$ cat src/rtl/pcc_pkg.sv
package pcc_pkg;

    localparam int PCC_ENTRIES = 32;
    localparam int PCC_TAG_W   = 24;
    localparam int PCC_INSTR_W = 48;

    typedef enum logic {
        PCC_IDLE = 1'b0,
        PCC_FILL = 1'b1
    } pcc_state_e;

    function automatic int pcc_idx_w(input int entries);
        return (entries > 1) ? $clog2(entries) : 1;
    endfunction

endpackage

$ cat src/rtl/pcc_store.sv
module pcc_store #(
    parameter int ENTRIES = 32,
    parameter int TAG_W   = 24,
    parameter int INSTR_W = 48,
    parameter int IDX_W   = 5
) (
    input  logic                            clk,
    input  logic                            rst,
    input  logic                            wr_en,
    input  logic [IDX_W-1:0]                wr_idx,
    input  logic [TAG_W-1:0]                wr_tag,
    input  logic [INSTR_W-1:0]              wr_data,
    input  logic                            flush,
    input  logic [IDX_W-1:0]                rd_idx,
    output logic [ENTRIES-1:0]              valid_o,
    output logic [ENTRIES-1:0][TAG_W-1:0]   tags_o,
    output logic [INSTR_W-1:0]              rd_data
);

    logic [ENTRIES-1:0]               valid_q;
    logic [ENTRIES-1:0][TAG_W-1:0]    tag_q;
    logic [ENTRIES-1:0][INSTR_W-1:0]  data_q;

    always_ff @(posedge clk) begin
        if (rst) begin
            valid_q <= '0;
        end else if (flush) begin
            valid_q <= '0;
        end else if (wr_en) begin
            valid_q[wr_idx] <= 1'b1;
        end
    end

    always_ff @(posedge clk) begin
        if (wr_en && !flush) begin
            tag_q[wr_idx]  <= wr_tag;
            data_q[wr_idx] <= wr_data;
        end
    end

    assign valid_o = valid_q;
    assign tags_o  = tag_q;
    assign rd_data = data_q[rd_idx];

    // a flush empties the cache by the next cycle
    p_flush_clear_r9: assert property (@(posedge clk) disable iff (rst)
        flush |=> (valid_o == '0));

    // a fill leaves its entry valid
    p_fill_valid_r2: assert property (@(posedge clk) disable iff (rst)
        (wr_en && !flush) |=> valid_o[$past(wr_idx)]);

endmodule

$ cat src/rtl/pcc_lookup.sv
module pcc_lookup #(
    parameter int ENTRIES = 32,
    parameter int TAG_W   = 24,
    parameter int IDX_W   = 5
) (
    input  logic [TAG_W-1:0]               addr,
    input  logic [ENTRIES-1:0]             valid,
    input  logic [ENTRIES-1:0][TAG_W-1:0]  tags,
    output logic [ENTRIES-1:0]             hit_vec,
    output logic                           hit,
    output logic [IDX_W-1:0]               hit_idx,
    output logic                           free_any,
    output logic [IDX_W-1:0]               free_idx
);

    for (genvar g = 0; g < ENTRIES; g++) begin : g_cmp
        assign hit_vec[g] = valid[g] && (tags[g] == addr);
    end

    assign hit = |hit_vec;

    always_comb begin
        hit_idx = '0;
        for (int i = 0; i < ENTRIES; i++) begin
            if (hit_vec[i]) hit_idx = IDX_W'(i);
        end
    end

    always_comb begin
        free_any = 1'b0;
        free_idx = '0;
        for (int i = ENTRIES - 1; i >= 0; i--) begin
            if (!valid[i]) begin
                free_any = 1'b1;
                free_idx = IDX_W'(i);
            end
        end
    end

endmodule

$ cat src/rtl/pcc_lru.sv
module pcc_lru #(
    parameter int ENTRIES = 32,
    parameter int IDX_W   = 5
) (
    input  logic             clk,
    input  logic             rst,
    input  logic             touch,
    input  logic [IDX_W-1:0] touch_idx,
    output logic [IDX_W-1:0] oldest_idx
);

    localparam logic [IDX_W-1:0] AGE_TOP = IDX_W'(ENTRIES - 1);

    logic [ENTRIES-1:0][IDX_W-1:0] age_q;
    logic [ENTRIES-1:0]            oldest_vec;
    logic [IDX_W-1:0]              ref_age;

    assign ref_age = age_q[touch_idx];

    for (genvar g = 0; g < ENTRIES; g++) begin : g_age
        always_ff @(posedge clk) begin
            if (rst) begin
                age_q[g] <= IDX_W'(g);
            end else if (touch) begin
                if (touch_idx == IDX_W'(g))
                    age_q[g] <= '0;
                else if (age_q[g] < ref_age)
                    age_q[g] <= age_q[g] + 1'b1;
            end
        end
        assign oldest_vec[g] = (age_q[g] == AGE_TOP);
    end

    always_comb begin
        oldest_idx = '0;
        for (int i = 0; i < ENTRIES; i++) begin
            if (oldest_vec[i]) oldest_idx = IDX_W'(i);
        end
    end

    // the ages stay a permutation, so exactly one entry is oldest
    p_one_oldest_r7: assert property (@(posedge clk) disable iff (rst)
        $countones(oldest_vec) == 1);

endmodule

$ cat src/rtl/pm_conflict_cache.sv
module pm_conflict_cache
    import pcc_pkg::*;
#(
    parameter int ENTRIES = PCC_ENTRIES,
    parameter int TAG_W   = PCC_TAG_W,
    parameter int INSTR_W = PCC_INSTR_W
) (
    input  logic               clk,
    input  logic               rst,
    input  logic               fetch_valid,
    input  logic [TAG_W-1:0]   fetch_addr,
    input  logic               bus_conflict,
    input  logic [INSTR_W-1:0] mem_instr,
    input  logic               freeze,
    input  logic               flush,
    output logic [INSTR_W-1:0] instr_out,
    output logic               stall
);

    localparam int IDX_W = pcc_idx_w(ENTRIES);

    pcc_state_e                     state_q;
    logic [TAG_W-1:0]               fill_tag_q;
    logic [IDX_W-1:0]               fill_idx_q;

    logic [ENTRIES-1:0]             valid;
    logic [ENTRIES-1:0][TAG_W-1:0]  tags;
    logic [ENTRIES-1:0]             hit_vec;
    logic                           hit;
    logic [IDX_W-1:0]               hit_idx;
    logic                           free_any;
    logic [IDX_W-1:0]               free_idx;
    logic [IDX_W-1:0]               oldest_idx;
    logic [IDX_W-1:0]               victim_idx;
    logic [INSTR_W-1:0]             rd_data;

    logic                           collide;
    logic                           hit_serve;
    logic                           miss;
    logic                           wr_en;
    logic                           touch;
    logic [IDX_W-1:0]               touch_idx;

    assign collide   = (state_q == PCC_IDLE) && fetch_valid && bus_conflict;
    assign hit_serve = collide && hit;
    assign miss      = collide && !hit;
    assign wr_en     = (state_q == PCC_FILL) && !freeze;
    assign touch     = (hit_serve && !freeze) || wr_en;
    assign touch_idx = wr_en ? fill_idx_q : hit_idx;
    assign victim_idx = free_any ? free_idx : oldest_idx;

    always_ff @(posedge clk) begin
        if (rst) begin
            state_q    <= PCC_IDLE;
            fill_tag_q <= '0;
            fill_idx_q <= '0;
        end else begin
            case (state_q)
                PCC_IDLE: if (miss) begin
                    state_q    <= PCC_FILL;
                    fill_tag_q <= fetch_addr;
                    fill_idx_q <= victim_idx;
                end
                PCC_FILL: state_q <= PCC_IDLE;
                default:  state_q <= PCC_IDLE;
            endcase
        end
    end

    pcc_store #(
        .ENTRIES (ENTRIES),
        .TAG_W   (TAG_W),
        .INSTR_W (INSTR_W),
        .IDX_W   (IDX_W)
    ) i_store (
        .clk     (clk),
        .rst     (rst),
        .wr_en   (wr_en),
        .wr_idx  (fill_idx_q),
        .wr_tag  (fill_tag_q),
        .wr_data (mem_instr),
        .flush   (flush),
        .rd_idx  (hit_idx),
        .valid_o (valid),
        .tags_o  (tags),
        .rd_data (rd_data)
    );

    pcc_lookup #(
        .ENTRIES (ENTRIES),
        .TAG_W   (TAG_W),
        .IDX_W   (IDX_W)
    ) i_lookup (
        .addr     (fetch_addr),
        .valid    (valid),
        .tags     (tags),
        .hit_vec  (hit_vec),
        .hit      (hit),
        .hit_idx  (hit_idx),
        .free_any (free_any),
        .free_idx (free_idx)
    );

    pcc_lru #(
        .ENTRIES (ENTRIES),
        .IDX_W   (IDX_W)
    ) i_lru (
        .clk        (clk),
        .rst        (rst),
        .touch      (touch),
        .touch_idx  (touch_idx),
        .oldest_idx (oldest_idx)
    );

    assign instr_out = hit_serve ? rd_data : mem_instr;
    assign stall     = miss;

    // a miss never stalls two cycles in a row
    p_single_stall_r3: assert property (@(posedge clk) disable iff (rst)
        stall |=> !stall);

    // the cycle after a stall delivers the memory word
    p_fill_pass_r2: assert property (@(posedge clk) disable iff (rst)
        stall |=> (instr_out == mem_instr));

    // an address is resident in at most one entry
    p_unique_tag_r6: assert property (@(posedge clk) disable iff (rst)
        $onehot0(hit_vec));

endmodule

$ cat config.mk
export PLATFORM = sky130hd
export DESIGN_NAME = pm_conflict_cache
export DESIGN_NICKNAME = d
export VERILOG_FILES = /design/src/rtl/pcc_pkg.sv /design/src/rtl/pcc_store.sv /design/src/rtl/pcc_lookup.sv /design/src/rtl/pcc_lru.sv /design/src/rtl/pm_conflict_cache.sv
export SDC_FILE = /design/constraint.sdc
export NUM_CORES = 2
export LEC_CHECK = 0
export CAP_MARGIN = 0
export CORE_UTILIZATION = 40
export CTS_CLUSTER_SIZE = 24
export DETAILED_ROUTE_END_ITERATION = 10
export GPL_TIMING_DRIVEN = 0
export SYNTH_ARGS = -nofsm -noshare
export SYNTH_HDL_FRONTEND = slang
export SYNTH_SLANG_ARGS = --single-unit
$ cat constraint.sdc
create_clock -name clk -period 11.09 [get_ports clk]
set_input_delay 2.218 -clock clk [delete_from_list [all_inputs] [get_ports clk]]
set_output_delay 2.218 -clock clk [all_outputs]
set_load 0.01 [all_outputs]
; ---- Word level (Yosys, flattened, before mapping)
; Index checks and enable logic that the tools add are counted.
[op_classes]
n_addsub = 32
n_lt_le_gt_ge = 36
eq_ne = 94
muxes = 207
n_bitwise = 2
reduce_logical = 112
[ops]
columns = operator, n
row1 = $bwmux 1536, 1
row2 = $bwmux 768, 1
row3 = $eq 24x24->1, 32
row4 = $mux 5, 131
row5 = $bmux 48 s5, 1
row6 = $demux 48 s5, 1
row7 = $eq 5x5->1 const B, 47
row8 = $add 5x1->5 const B, 32
row9 = $lt 5x5->1, 32
row10 = $mux 48, 3
row11 = $demux 24 s5, 1
row12 = $reduce_and 2->1, 33
row13 = $mux 4, 16
row14 = $reduce_bool 2->1, 32
row15 = $eq 5x4->1 const B, 8
row16 = $logic_and 1x1->1, 40
row17 = $mux 1, 36
row18 = $or 32x32->32, 1
row19 = $reduce_or 32->1, 1
row20 = $bmux 5 s5, 1
row21 = $mux 24, 1
row22 = $mux 3, 8
row23 = $eq 5x3->1 const B, 4
row24 = $lt 5x6->1 const B, 3
row25 = 11 further kinds, 17
[word_totals]
regBits = 2526
in_bits = 78

; ---- Longest topological paths before layout
[depth]
ltp_word = 39
depth_mapped = 32

; ---- By module
; A second synthesis with hierarchy kept.
[unflattened]
cells_unflattened = 7169
hier_area_um2 = 108457.8
[modules_own_cells]
columns = module, instances, cells_per_inst, area_per_inst_um2
row1 = pcc_store, 1, 4207, 83904.2
row2 = pcc_lru, 1, 1485, 12958.7
row3 = pcc_lookup, 1, 1283, 9808.2
row4 = pm_conflict_cache, 1, 194, 1786.7

; ---- Worst setup path after synthesis
; OpenSTA, ideal clock, no wires.
[synth_path]
path_kind = input to register
start = input port fetch_addr[7]
end = register i_lru.age_q[69] (netlist bit)
t_arrival_ns = 9.778
path_slack_ns = 1.237
path_stages = 29
path_buffers = 8
cell_sequence = buf_2 -> buf_4 -> buf_4 -> buf_2 -> xor2_1 -> or2_2 -> nor3b_1 -> and4_1 -> a211oi_1 -> o22a_1 -> a2111oi_0 -> or2_2 -> buf_2 -> buf_1 -> clkbuf_1 -> buf_1 -> nand3_1 -> a31oi_1 -> o221ai_1 -> o21ai_0 -> ha_1 -> a21o_1 -> a21o_1 -> a21oi_1 -> nor2b_1 -> nand2_1 -> o2bb2ai_1 -> or4b_2 -> a31oi_1
[synth_between]
elab_chain_cells = 39
[synth_lines]
columns = item, line_no
row1 = "start, declared", pm_conflict_cache.sv:11  ; input logic [TAG_W-1:0] fetch_addr,
row2 = $eq 24x24->1, pcc_lookup.sv:17  ; assign hit_vec[g] = valid[g] && (tags[g] == addr);
row3 = $logic_and 1x1->1, pcc_lookup.sv:17
row4 = $mux 1, pcc_lookup.sv:25  ; if (hit_vec[i]) hit_idx = IDX_W'(i);
row5 = $mux 2 (2 in series), pcc_lookup.sv:25
row6 = $mux 3 (4 in series), pcc_lookup.sv:25
row7 = $mux 4 (8 in series), pcc_lookup.sv:25
row8 = $mux 5 (16 in series), pcc_lookup.sv:25
row9 = $mux 5, pm_conflict_cache.sv:49  ; assign touch_idx = wr_en ? fill_idx_q : hit_idx;
row10 = $bmux 5 s5, pcc_lru.sv:18  ; assign ref_age = age_q[touch_idx];
row11 = $mux 5 (implied by the code), pcc_lru.sv:18
row12 = $lt 5x5->1, pcc_lru.sv:27  ; else if (age_q[g] < ref_age)
row13 = $reduce_bool 2->1 (no source line), -
row14 = $reduce_and 2->1 (no source line), -
row15 = "end signal, assigned by index", pcc_lru.sv:23  ; age_q[g] <= IDX_W'(g);
row16 = "end signal, assigned by index", pcc_lru.sv:28  ; age_q[g] <= age_q[g] + 1'b1;
row17 = "end, declared", pcc_lru.sv:14  ; logic [ENTRIES-1:0][IDX_W-1:0] age_q;
; Several ways; a longest one is shown, not always the timed one. The select of a mux whose other input is x is not followed.
; A chain may end at the register's enable or synchronous reset.

; ---- Worst setup path in the final report
[layout_path]
start = input port fetch_addr[0]
end = output port instr_out[4]
[layout_between]
elab_chain_cells = 36
[layout_lines]
columns = item, line_no
row1 = $eq 24x24->1, pcc_lookup.sv:17
row2 = $logic_and 1x1->1, pcc_lookup.sv:17
row3 = $mux 1, pcc_lookup.sv:25
row4 = $mux 2 (2 in series), pcc_lookup.sv:25
row5 = $mux 3 (4 in series), pcc_lookup.sv:25
row6 = $mux 4 (8 in series), pcc_lookup.sv:25
row7 = $mux 5 (16 in series), pcc_lookup.sv:25
row8 = $bmux 48 s5, pcc_store.sv:43  ; assign rd_data = data_q[rd_idx];
row9 = $mux 48 (implied by the code), pcc_store.sv:43
row10 = $mux 48 (*), pm_conflict_cache.sv:115  ; assign instr_out = hit_serve ? rd_data : mem_instr;
row11 = "end, declared", pm_conflict_cache.sv:16  ; output logic [INSTR_W-1:0] instr_out,
; Mark *: on every way between the ends. The rest lies on a longest branch, timed or not. The select of a mux whose other input is x is not followed.

==> reports/qor.csv <==
metric,value,unit
antenna_found_initial,25,
seqPwrFrac,0.514,
cts_tree,done,
numCtsBuffers,280,
slew_headroom,-0.0325,
dp_hpwl,273,mm
tightest_slew,1.54,ns
coreArea,282000,um^2
grt_pass1_vias,74700,
synth.net_count,8618,
ys_ff_latch,2526,
fin_worst_skew,0.0557,ns
p_per_area,154,nW/um^2
ir_drop,0.000139,V
place.gp.congestion,0.956,
syn-instance-count,8349,
async_flop_share,0,
clk_path_buf_depth,4,
die_y,535,um
drive_gt1_frac,0.142,
avgSynthCellArea,13.6,um^2
start_util,0.402,
fmaxAchievable,88.8,MHz
dpl-instance-area,122000,um^2
hold_violations,0,
critPathRequiredTime,8.87,ns
yosysSeqAreaShare,0.649,
viasPerCell,6.05,
synth_ff_type,edfxtp_1,
h-tree-depth,5,
drt_iter0_drc,9679,
synth_area,113000,um^2
n_fill_cell,24600,
wl_per_cell,31.3,um
internal_power,0.0159,W
grt_pass1_wl,560,mm
rows,195,
fin_hold_ws,0.536,ns
fp.dieW,535,um
grt_usage,0.275,
worst_slack,-0.172,ns
grt_max_degree,34,
critPathLaunchType,input pin,
period_needed,11.26,ns
postCtsHoldBufs,0,
period_share,1.02,
clk_pin_slew,0.06,ns
switching_share,0.220,
power.net_switching,0.00447,W
clock_latency,0.88,ns
io_buffer_count,102,
clockRootBuffer,clkbuf_16,
drt.antenna.violating_nets,0,
fin_area,132000,um^2
vias,77600,
critPathMaxFanout,10,
drc,2,
yosys_warnings,0,
clock_sinks,2526,
yosysUniqueCellTypes,95,
total_power,0.0203,W
comb_power_share,0.041,
yosys-top-cells-area,"edfxtp_1, dfxtp_1, mux2_2",
endpoint_kind,output pin,
synth_top_area_cell,edfxtp_1,
synth-edff-count,2304,
hp-class,reg -> reg,
drv_cap,1,
crit_type,in -> out,
gr-total-overflow,0,
p_leak,44.7,nW
io_pins,127,
area_growth,16.1,%
dieArea,286000,um^2
pre_cts_ws,-3.05,ns
routed_wl,402,mm
synth_top_area_frac,0.610,
status,"finished, violations left",
final-setup-viol-count,5,
first_pass_iters,11,
finalMaxSlewViolations,4,
violations,"design-rule violations, max-capacitance violations, max-slew violations, negative setup slack",
nets,9137,
cp_data_arrival_time,9.04,ns
clockPowerShare,0.444,
## metrics by stage
step / std cells / utilization / TNS [ns]
6_report: 12800 / 0.467 / -0.286
3_3_place_gp: 12200 / 0.422 / -2139.53
3_5_place_dp: 12300 / 0.433 / -361.26
5_1_grt: 12800 / 0.467 / -0.0319
2_1_floorplan: 8349 / - / 0
4_1_cts: 12800 / 0.466 / -0.0135
## layout by cell type (no fill, tap or decap), drive strengths merged, types with 16 or more instances in the layout
master | Yosys | layout
nand2b | 32 | 32
nor4 | 141 | 141
a21oi | 303 | 303
nor3 | 175 | 175
a31oi | 96 | 96
clkdlybuf4s50 | 0 | 102
nand2 | 458 | 458
clkinv | 1 | 98
xnor2 | 439 | 439
clkbuf | 258 | 625
ha | 191 | 191
and2 | 21 | 21
mux2 | 385 | 385
a221o | 30 | 30
nand3 | 144 | 144
or4 | 22 | 22
nor2 | 624 | 624
dfxtp | 222 | 222
inv | 75 | 88
edfxtp | 2304 | 2304
nor4b | 20 | 20
mux2i | 395 | 395
buf | 206 | 316
or2 | 16 | 16
nand4 | 276 | 276
a211oi | 394 | 394
and4 | 25 | 25
nor2b | 46 | 46
a211o | 23 | 23
and3 | 71 | 71
o211ai | 38 | 38
o21ai | 165 | 165
bufinv | 0 | 19
or3 | 101 | 101
a21o | 70 | 70
xor2 | 339 | 339
## final cells by class
cell class	instances	area (um^2)	area share
Inverter	76	285	0.00217
Clock buffer	357	7510	0.0570
Timing Repair Buffer	239	3760	0.0286
Antenna cell	9	22.5	0.000171
Buffer	462	2530	0.0192
Clock inverter	131	1160	0.00879
Sequential cell	2526	73700	0.559
Tap cell	3743	4680	0.0356
Multi-Input combinational cell	5283	38100	0.289
## synth_stat cells (10+ instances only)
library cell,n
nand2b_1,32
inv_1,75
o21a_1,10
and2_1,21
nor3b_1,12
nor4_1,140
and3_1,71
and4_1,25
buf_1,77
nand4b_1,14
nor3_1,175
mux2i_1,395
buf_4,37
o21bai_1,11
buf_2,85
clkbuf_1,257
nor2b_1,46
a21boi_0,11
and3b_1,10
xor2_1,339
nor4b_1,20
or4_1,22
a311oi_1,13
a211oi_1,394
o31a_1,13
edfxtp_1,2304
mux2_2,384
a21o_1,70
o21ai_0,161
nand2_1,458
dfxtp_1,222
a41oi_1,10
a221o_1,30
or3_1,101
a31oi_1,95
a21oi_1,303
ha_1,191
or2_2,15
nor2_1,624
a211o_1,23
nand4_1,276
o2111ai_1,14
nand3_1,144
o211ai_1,37
xnor2_1,439
## state kept, by name, summed over array words and instances, names as in the netlist
signal / flops
fill_idx_q: 5
fill_tag_q: 24
i_lru.age_q: 160
i_store.data_q: 1536
i_store.tags_o: 768
i_store.valid_o: 32
state_q: 1
## routing by layer
metal	share of wire	global-route usage
met5	0	0
met4	0.061	0.141
met3	0.091	0.0429
met2	0.46	0.441
met1	0.39	0.362
## worst max-delay path: stages
cell and delay, ns:
buf_2 0.31, buf_4 0.42, buf_6 0.34, buf_6 0.34, xor2_1 0.14, nor4_1 0.30
nand3_1 0.12, or4_1 0.52, nand4b_1 0.19, nor2_1 0.15, o41a_1 0.59, clkbuf_4 0.46
clkbuf_4 0.40, clkbuf_2 0.38, a211oi_1 0.40, nor3_1 0.09, a211oi_1 0.36, a31oi_1 0.12
o21ai_2 0.45, clkdlybuf4s50_1 0.63
## final timing paths
kind         slack, ns                     startpoint                             to  depth (start not counted)
min               0.54  i_lru.age_q[123]$_SDFFE_PP1P_  i_lru.age_q[123]$_SDFFE_PP1P_                          2
min reg2reg       0.54  i_lru.age_q[123]$_SDFFE_PP1P_  i_lru.age_q[123]$_SDFFE_PP1P_                          2
max reg2reg       1.82  i_store.tags_o[262]$_DFFE_PP_   i_lru.age_q[67]$_SDFFE_PP1P_                         27
max              -0.17                  fetch_addr[0]                   instr_out[4]                         20
## power by group through the flow
stage	combinational, W	sequential (W)	clock [W]
floorplan	0.000390	0.0106	0
global placement	0.000732	0.0107	0
detailed placement	0.000810	0.0107	0
CTS	0.000820	0.0105	0.00912
global route	0.000878	0.0104	0.00946
finish	0.000843	0.0105	0.00904
## timing repair
| action | in CTS | in global routing |
|---|---|---|
| setup endpoints to repair | 209 | 125 |
| gates resized for setup | 228 | 84 |
| pin swaps | 6 | 6 |
| setup buffers | 6 | 4 |
## cell families after synthesis
| family | count (synthesis) | synth area share |
|---|---|---|
| buffers and inverters | 540 | 0.0205 |
| flip-flops | 2526 | 0.649 |
| AO/OA/AOI/OAI | 1306 | 0.0785 |
| adder cells (fa/ha/maj) | 191 | 0.0211 |
| multiplexers | 780 | 0.0730 |
| XOR/XNOR | 778 | 0.0600 |
| AND/OR/NAND/NOR | 2228 | 0.0980 |
(Power assumes the default switching activity.)
